--- src/rtl/tpg_frame_seq.sv ---
module tpg_frame_seq #(
  parameter int MAX_W = 1920,
  parameter int MAX_H = 1080,
  parameter bit INTERLACED = 1'b0
) (
  input  logic        clk,
  input  logic        rst_n,
  input  logic [1:0]  reg_addr,
  input  logic        reg_wr,
  input  logic [15:0] reg_wdata,
  output logic [15:0] reg_rdata,
  output logic [15:0] st_data,
  output logic        st_valid,
  input  logic        st_ready,
  output logic        st_sop,
  output logic        st_eop
);
  localparam logic [15:0] MINV  = 16'd32;
  localparam logic [15:0] MAXW  = 16'(MAX_W);
  localparam logic [15:0] MAXH  = 16'(MAX_H);
  localparam int          NBARS = 8;
  localparam logic [3:0]  CLAST = 4'd9;

  typedef enum logic [1:0] {S_IDLE, S_CTRL, S_IMG} st_t;

  st_t         state;
  logic        go_r, field, hdr;
  logic [15:0] w_r, h_r, sh_w, sh_fh, full_h;
  logic [15:0] col, row, acc;
  logic [16:0] nacc;
  logic [2:0]  bar;
  logic [3:0]  cbeat;
  logic        busy, fire, last_pix;

  function automatic logic [15:0] clampv(input logic [15:0] v, input logic [15:0] mx);
    return (v < MINV) ? MINV : (v > mx) ? mx : v;
  endfunction

  assign busy     = (state != S_IDLE);
  assign fire     = st_valid && st_ready;
  assign last_pix = (col == sh_w - 16'd1) && (row == sh_fh - 16'd1);
  assign nacc     = {1'b0, acc} + 17'(NBARS);
  assign full_h   = clampv(h_r, MAXH);

  always_comb begin
    unique case (reg_addr)
      2'd0: reg_rdata = {15'd0, go_r};
      2'd1: reg_rdata = {15'd0, busy};
      2'd2: reg_rdata = w_r;
      default: reg_rdata = h_r;
    endcase
  end

  always_ff @(posedge clk or negedge rst_n) begin
    if (!rst_n) begin
      go_r <= 1'b0;
      w_r  <= MAXW;
      h_r  <= MAXH;
    end else if (reg_wr) begin
      unique case (reg_addr)
        2'd0: go_r <= reg_wdata[0];
        2'd2: w_r  <= reg_wdata;
        2'd3: h_r  <= reg_wdata;
        default: ;
      endcase
    end
  end

  always_ff @(posedge clk or negedge rst_n) begin
    if (!rst_n) begin
      state <= S_IDLE;
      sh_w  <= MINV;
      sh_fh <= MINV;
      field <= 1'b0;
      hdr   <= 1'b0;
      cbeat <= '0;
      col   <= '0;
      row   <= '0;
      acc   <= '0;
      bar   <= '0;
    end else begin
      unique case (state)
        S_IDLE: if (go_r) begin
          sh_w  <= clampv(w_r, MAXW);
          sh_fh <= INTERLACED ? {1'b0, full_h[15:1]} : full_h;
          field <= 1'b0;
          cbeat <= '0;
          state <= S_CTRL;
        end
        S_CTRL: if (fire) begin
          if (cbeat == CLAST) begin
            state <= S_IMG;
            hdr   <= 1'b1;
            col   <= '0;
            row   <= '0;
            acc   <= '0;
            bar   <= '0;
          end else begin
            cbeat <= cbeat + 4'd1;
          end
        end
        S_IMG: if (fire) begin
          if (hdr) begin
            hdr <= 1'b0;
          end else if (last_pix) begin
            if (INTERLACED && !field) begin
              field <= 1'b1;
              cbeat <= '0;
              state <= S_CTRL;
            end else begin
              state <= S_IDLE;
            end
          end else if (col == sh_w - 16'd1) begin
            col <= '0;
            row <= row + 16'd1;
            acc <= '0;
            bar <= '0;
          end else begin
            col <= col + 16'd1;
            if (nacc >= {1'b0, sh_w}) begin
              acc <= 16'(nacc - {1'b0, sh_w});
              bar <= bar + 3'd1;
            end else begin
              acc <= nacc[15:0];
            end
          end
        end
        default: state <= S_IDLE;
      endcase
    end
  end

  assign st_valid = busy;
  assign st_sop   = (state == S_CTRL && cbeat == 4'd0) || (state == S_IMG && hdr);
  assign st_eop   = (state == S_CTRL && cbeat == CLAST) || (state == S_IMG && !hdr && last_pix);

  always_comb begin
    st_data = '0;
    if (state == S_CTRL) begin
      unique case (cbeat)
        4'd0: st_data = 16'h000F;
        4'd1: st_data = {12'd0, sh_w[15:12]};
        4'd2: st_data = {12'd0, sh_w[11:8]};
        4'd3: st_data = {12'd0, sh_w[7:4]};
        4'd4: st_data = {12'd0, sh_w[3:0]};
        4'd5: st_data = {12'd0, sh_fh[15:12]};
        4'd6: st_data = {12'd0, sh_fh[11:8]};
        4'd7: st_data = {12'd0, sh_fh[7:4]};
        4'd8: st_data = {12'd0, sh_fh[3:0]};
        default: st_data = {12'd0, INTERLACED, field, 2'b00};
      endcase
    end else if (state == S_IMG && !hdr) begin
      st_data = {{5{bar[2]}}, {6{bar[1]}}, {5{bar[0]}}};
    end
  end
endmodule

--- config.mk ---
export PLATFORM = sky130hd
export DESIGN_NAME = tpg_frame_seq
export DESIGN_NICKNAME = d
export VERILOG_FILES = /design/src/rtl/tpg_frame_seq.sv
export SDC_FILE = /design/constraint.sdc
export NUM_CORES = 1
export LEC_CHECK = 0
export ABC_CLOCK_PERIOD_IN_PS = 8100
export CAP_MARGIN = 25
export CORE_MARGIN = 5
export CORE_UTILIZATION = 25
export CTS_CLUSTER_SIZE = 25
export DETAILED_ROUTE_END_ITERATION = 10
export MAX_ROUTING_LAYER = met4
export PLACE_DENSITY = 0.49
export SYNTH_ARGS = -nofsm -noshare
export SYNTH_HDL_FRONTEND = slang
export SYNTH_SLANG_ARGS = --single-unit
export TNS_END_PERCENT = 20
--- constraint.sdc ---
create_clock -name clk -period 8.1 [get_ports clk]
set_input_delay 0.81 -clock clk [delete_from_list [all_inputs] [get_ports clk]]
set_output_delay 0.81 -clock clk [all_outputs]
set_load 0.1 [all_outputs]
==> PnR_summary.wiki, run 1 <==
{| class="wikitable"
! Metric !! Value
|-
| Result of the run || complete, no violations
|-
| Sequential fraction of the synthesis area || between 30% and 40%
|-
| Critical Path Sink Type || output port
|-
| Clock tree root buffer cell || clkbuf_16
|-
| Via count of the first global-routing pass || a little under 7000
|-
| Detailed Route Iter0 Violations || about 550
|-
| Cell area after technology mapping || just over 8000 um2
|-
| Detail Placement HPWL || roughly 18000 um
|-
| Share of the clock period used by the worst path || 64.7%
|-
| Remaining DRCs || 0
|-
| Number of pins exceeding their max-slew limit in the final report || 0
|-
| Number of I/O pins || between 50 and 60
|-
| Post-placement worst setup slack || around 3300 ps
|-
| Post-synthesis instance total || between 900 and 1000
|-
| Clock tree from TritonCTS || yes
|-
| Routed metal-1 wire length || approximately 12000 um
|-
| Chip height || approximately 190 um
|-
| Clock slew at the register clock pins of the worst setup and hold paths || 60 ps
|-
| Highest ir drop seen on vdd || approximately 0.00019 V
|-
| End-of-flow core utilization || a little under a third
|-
| RSZ-0062 raised after global routing || no
|-
| Diode insertion count for antenna repair || 0
|-
| Max-Cap Viols || 0
|-
| Top FF cell, synth || dfrtp_1
|-
| Leakage power figure || a little under 4 nW
|-
| Total length of routed wires || 24100 um
|-
| Total core area || 32600 um2
|-
| CTS H-tree depth || 4
|-
| Post-layout minimum cycle time || about 5200 ps
|-
| Worst Skew || 15.8 ps
|-
| Number of vias after detailed routing || a little over 7000
|-
| Final setup violation count || 0
|-
| Setup slack, reg-to-reg || 3570 ps
|-
| Number of input and output port buffers inserted || 56
|-
| Top library cells by usage in the layout, fill and taps aside || 113 x dfrtp_1, 68 x nand2_1, 68 x o21ai_0
|-
| Worst hold slack || a little under 500 ps
|-
| Fraction of final layout cells with drive strength greater than 1 || between 10% and 20%
|-
| Hold bufs inserted after CTS || 0
|-
| Cell depth of the worst flop-to-flop path || 17
|-
| Area post-placement || 9200 um2
|-
| Number of enable flip-flop cells after synthesis || 0
|-
| Clock network latency to the later pin of the worst-skew pair || 430 ps
|-
| Number of distinct standard cells referenced by the synthesized netlist || 67
|-
| Worst min-delay path category || in -> async
|-
| Fin Setup TNS || 0 ps
|-
| Largest net degree at the start of global routing || 64
|-
| Slew Limit Headroom || between 20% and 30%
|-
| Reg-to-Reg End || acc[8]
|-
| Vias per cell || about 5.0
|-
| Yosys reg bits || between 100 and 150
|-
| Full die area || between 30000 and 40000 um2
|-
| Crit path DAT || between 4000 and 5000 ps
|-
| Routability Congestion || between 0.8 and 0.9
|-
| Syn. warnings || 0
|-
| Finished Cell Area || roughly 9800 um2
|-
| WL met3 || 882 um
|-
| Critical Setup Path Class || reg -> out
|-
| Die outline width || around 190 um
|-
| Routed length per placed instance || about 17 um
|-
| Antenna Nets Post-Route || 0
|-
| Number of antenna violations at the first check in global routing || 0
|-
| Number of rows in the core area || 66
|-
| Aggregate global-route resource usage || about 14%
|-
| First element of the critical path || sh_fh[0]
|-
| Nature of the critical path startpoint || register
|-
| Power density over the cells || 333 nW/um2
|-
| Fill count || between 3000 and 4000
|-
| Transition time at the pin with the least slew margin || around 1100 ps
|-
| Async set or reset register ratio after synthesis || 100%
|-
| Crit Reg-Reg Startpoint || acc[5]
|-
| CTS Buf Count || 17
|-
| Maximum net fanout on the critical path || 6
|-
| Layout overhead on the synthesized area || 18.2%
|-
| Highest Signal Layer || met4
|-
| Synth Net Count || around 980
|-
| Count of endpoints failing hold in the final timing report || 0
|-
| Effective utilization at floorplan || 25.4%
|-
| Critical path data required time || 7290 ps
|-
| Clk buf depth || 2
|-
| Gates resized, CTS repair || 0
|-
| Most common library cell in the layout ignoring fill and taps || dfrtp_1
|-
| Max Clk Rate || roughly 0.19 GHz
|-
| Post-route setup slack || 2860 ps
|-
| Avg Synthesized Cell Area || a little under 9 um2
|-
| Global-route wire length before repair || ~39000 um
|-
| Number of sinks driven by the clock tree || approximately 120
|-
| First drt pass iteration count || 5
|-
| Detailed route wirelength on metal2 || between 10000 and 15000 um
|-
| Overall overflow remaining after global route || 0
|-
| Post-CTS setup buffer count || 0
|-
| Number of nets in the layout || between 1000 and 1500
|}
==> cells by family after synthesis <==
| family | after synthesis | synth area share [%] |
|---|---|---|
| adders and majority gates | 27 | 4.16 |
| DFF | 123 | 37.3 |
| xor gates and xnor gates | 72 | 7.60 |
| and+or+nand+nor | 322 | 20.6 |
| buffers and inverters | 105 | 5.49 |
| muxes | 57 | 7.54 |
| AOI/OAI and AO/OA | 226 | 17.3 |
==> area by class of cell <==
cell class | instances | area, um2 | area share (%)
inverter | 49 | 184 | 1.88
sequential | 123 | 3090 | 31.5
timing repair buffer | 62 | 631 | 6.43
multi-input combinational | 704 | 4760 | 48.5
clock buffer | 17 | 425 | 4.34
clock inverter | 15 | 165 | 1.68
tap | 442 | 553 | 5.64
==> stage by stage <==
step                power, W  cells
floorplan            0.00207    932
global placement     0.00248   1378
detailed placement   0.00248   1379
CTS                  0.00328   1411
global route         0.00347   1412
finish               0.00326   1412
==> power by group <==
| part | leakage, nW | internal [W] | switching (W) |
|---|---|---|---|
| combinational | 2.06 | 0.000569 | 0.00100 |
| clock | 0.287 | 0.000440 | 0.000344 |
| sequential | 1.59 | 0.000723 | 0.000188 |
==> synthesized netlist by cell type (14+ instances only) <==
master	count	share of area [%]
a21oi_1	51	3.1
and2_1	14	1.1
clkbuf_1	36	1.6
dfrtp_1	113	34
ha_1	26	3.9
inv_1	49	2.2
mux2_2	34	4.6
mux2i_1	22	2.7
nand2_1	68	3.1
nand3_1	27	1.6
nand4_1	17	1.3
nor2_1	64	2.9
nor2b_1	21	1.6
nor3_1	32	1.9
o21ai_0	68	4.1
or4_1	18	1.6
xnor2_1	46	4.9
xor2_1	26	2.7
==> how the worst max path moves through the flow <==
stage               depth (start not counted)     end
floorplan                                  10  st_eop
detailed placement                         10  st_eop
global placement                           10  st_eop
CTS                                        10  st_eop
global route                               10  st_eop
finish                                     10  st_eop
==> routing by layer <==
metal	up-vias	track usage [%]
li1	3423	-
met1	3420	19.6
met2	175	20.6
met3	29	2.49
met4	0	3.40
met5	-	-
==> registers in the layout (all words and copies together), names as in the netlist <==
signal / flops
hdr: 1
sh_fh: 16
w_r: 16
sh_w: 16
row: 16
h_r: 16
state: 2
go_r: 1
cbeat: 4
col: 16
bar: 3
acc: 16
==> critical path, stage by stage (launching register included) <==
cell and delay, ps:
dfrtp_1 460, inv_1 120, ha_1 190, or3b_1 480
nor3_1 180, a21o_1 140, o311ai_0 110, nor4_1 670
nand3_1 210, o22ai_1 200, clkdlybuf4s50_1 1220
(Power assumes the default switching activity.)
==> run 2: changes to the inputs <==
--- a/config.mk
+++ b/config.mk
@@ -5,7 +5,7 @@
 export SDC_FILE = /design/constraint.sdc
 export NUM_CORES = 1
 export LEC_CHECK = 0
-export ABC_CLOCK_PERIOD_IN_PS = 8100
+export ABC_CLOCK_PERIOD_IN_PS = 5400
 export CAP_MARGIN = 25
 export CORE_MARGIN = 5
 export CORE_UTILIZATION = 25
==> constraint.sdc (replaced) <==
create_clock -name clk -period 5.4 [get_ports clk]
set_input_delay 0.54 -clock clk [delete_from_list [all_inputs] [get_ports clk]]
set_output_delay 0.54 -clock clk [all_outputs]
set_load 0.1 [all_outputs]
==> run 2 against run 1 <==
Effect of this change:
- register-to-register slack got worse by 2700 ps
- count of clock-buffer cells in the layout stayed put
- combinational power up 49%
- core utilization rose by 0.11 points
- clock power grew 51%
- first-iteration DRC count is 4.3% higher
- total power grew 49%
- critical path depth up 6
- clock skew shrank 0.76 ps
- via count down 0.70%
==> PnR_summary.wiki, run 2 (synthesis results as in run 1) <==
{| class="wikitable"
! Metric !! Value
|-
| Diode insertion count for antenna repair || 0
|-
| Leakage power figure || ~4.0 nW
|-
| Post-route setup slack || 839 ps
|-
| Number of pins exceeding their max-slew limit in the final report || 0
|-
| Worst path top cell family by delay || simple AND/OR/NAND/NOR gates
|-
| Fill count || between 3000 and 4000
|-
| Number of vias after detailed routing || 6998
|-
| Number of antenna violations at the first check in global routing || 0
|-
| Hold bufs inserted after CTS || 0
|-
| Depth of the critical timing path with buffers and inverters included || 16
|-
| Combined area of the multi-input logic cells || between 4000 and 5000 um2
|-
| Chip height || 192 um
|-
| Total core area || around 33000 um2
|-
| Vias per cell || 4.95
|-
| Number of sinks driven by the clock tree || 123
|-
| Antenna Nets Post-Route || 0
|-
| Cells along the critical path || nand3_1, or3_1, or3_1, nor2_1, nand2_1, xnor2_1, ha_1, a21o_1, a31oi_1, nand2_1, o21ai_0, o22ai_1, or2_0, nor2_1, a21oi_1, o22ai_1
|-
| Routed length per placed instance || around 17 um
|-
| Effective utilization at floorplan || 25.4%
|-
| Nature of the critical path startpoint || register
|-
| Clk buf depth || 2
|-
| Cell depth of the worst flop-to-flop path || 16
|-
| Max Clk Rate || 0.219 GHz
|-
| Critical path data required time || ~5700 ps
|-
| Fin Setup TNS || 0 ps
|-
| Count of endpoints failing hold in the final timing report || 0
|-
| CTS Buf Count || 17
|-
| Clock network latency to the later pin of the worst-skew pair || about 440 ps
|-
| Detailed Route Iter0 Violations || around 580
|-
| Number of rows in the core area || 66
|-
| Reg-to-Reg End || acc[7]
|-
| Aggregate global-route resource usage || 13.5%
|-
| Power density over the cells || between 400 and 500 nW/um2
|-
| Total length of routed wires || around 24000 um
|-
| CTS H-tree depth || 4
|-
| Global-route wire length before repair || 38600 um
|-
| Worst path max stage delay || 500 ps
|-
| Largest net degree at the start of global routing || 64
|-
| Highest ir drop seen on vdd || roughly 0.00034 V
|-
| Slew Limit Headroom || roughly 33%
|-
| Crit Reg-Reg Startpoint || acc[5]
|-
| Placed cells || approximately 1400
|-
| Full die area || roughly 37000 um2
|-
| Maximum net fanout on the critical path || 8
|-
| Most common library cell in the layout ignoring fill and taps || dfrtp_1
|-
| Top library cells by usage in the layout, fill and taps aside || 113 x dfrtp_1, 68 x nand2_1, 68 x o21ai_0
|-
| Non-filler cells in the finished layout || between 1000 and 1500
|-
| Remaining DRCs || 0
|-
| Transition time at the pin with the least slew margin || slightly above 1000 ps
|-
| Share of the clock period used by the worst path || 84.5%
|-
| Critical Path Sink Type || register
|-
| Post-CTS setup buffer count || 0
|-
| Clock tree root buffer cell || clkbuf_16
|-
| Crit path DAT || roughly 4900 ps
|-
| Number of I/O pins || 57
|-
| Worst Skew || approximately 15 ps
|-
| Detail Placement HPWL || approximately 17000 um
|-
| Cell with the biggest individual delay on the critical path || nor2_1
|-
| Layout overhead on the synthesized area || 18.7%
|-
| Endpoint of the worst setup timing path || acc[7]
|-
| Fraction of final layout cells with drive strength greater than 1 || a little over a tenth
|-
| Clock tree from TritonCTS || yes
|-
| Worst hold slack || 127 ps
|-
| Worst min-delay path category || in -> async
|-
| First element of the critical path || acc[5]
|-
| Post-layout minimum cycle time || ~4600 ps
|-
| Via count of the first global-routing pass || a little under 7000
|-
| Clock slew at the register clock pins of the worst setup and hold paths || roughly 70 ps
|-
| Bufs and invs on worst path || 0
|-
| Die outline width || about 190 um
|-
| Number of input and output port buffers inserted || 56
|-
| Area taken by flip-flops and latches || between 3000 and 4000 um2
|-
| Overall overflow remaining after global route || 0
|-
| Number of nets in the layout || about 1000
|-
| Result of the run || complete, no violations
|-
| Max-Cap Viols || 0
|-
| Post-placement worst setup slack || between 800 and 900 ps
|-
| Setup slack, reg-to-reg || around 840 ps
|-
| Gates resized, CTS repair || 0
|-
| Final setup violation count || 0
|-
| Critical Setup Path Class || reg -> reg
|-
| First drt pass iteration count || 5
|-
| Routability Congestion || about 0.84
|-
| RSZ-0062 raised after global routing || no
|}
==> run 2: where the power goes <==
group          internal, W  switching (W)  total (W)
Sequential         0.00109       0.000274    0.00136
Combinational     0.000855        0.00148    0.00234
Clock             0.000661       0.000518    0.00118
==> run 2: metal layers <==
layer  global-route usage, %  vias up  part of all wire (%)
li1                        -     3435                     -
met1                    18.8     3402                    50
met2                    19.9      134                    44
met3                    2.65       27                   3.9
met4                    4.00        0                   2.1
met5                       -        -                     0
==> run 2: stage by stage <==
step	total power, W	utilization [%]	area, um2
floorplan	0.00310	-	8290
global placement	0.00369	28.2	9190
detailed placement	0.00370	28.2	9210
CTS	0.00490	30.1	9810
global route	0.00519	30.2	9840
finish	0.00488	30.2	9840
==> run 2: cell type report <==
| class | count | area share, % |
|---|---|---|
| clock buffer | 17 | 4.32 |
| clock inverter | 15 | 1.78 |
| inverter | 49 | 1.87 |
| multi-input combinational | 704 | 48.3 |
| sequential | 123 | 31.4 |
| tap | 442 | 5.62 |
| timing repair buffer | 64 | 6.66 |
==> run 2: how the worst min path moves through the flow <==
stage / from / endpoint / cells after the start
5_1_grt: rst_n / acc[7] / 2
6_report: rst_n / sh_w[12] / 2
2_1_floorplan: rst_n / acc[0] / 0
3_5_place_dp: h_r[5] / sh_fh[5] / 2
4_1_cts: rst_n / bar[0] / 1
3_3_place_gp: h_r[5] / sh_fh[5] / 2
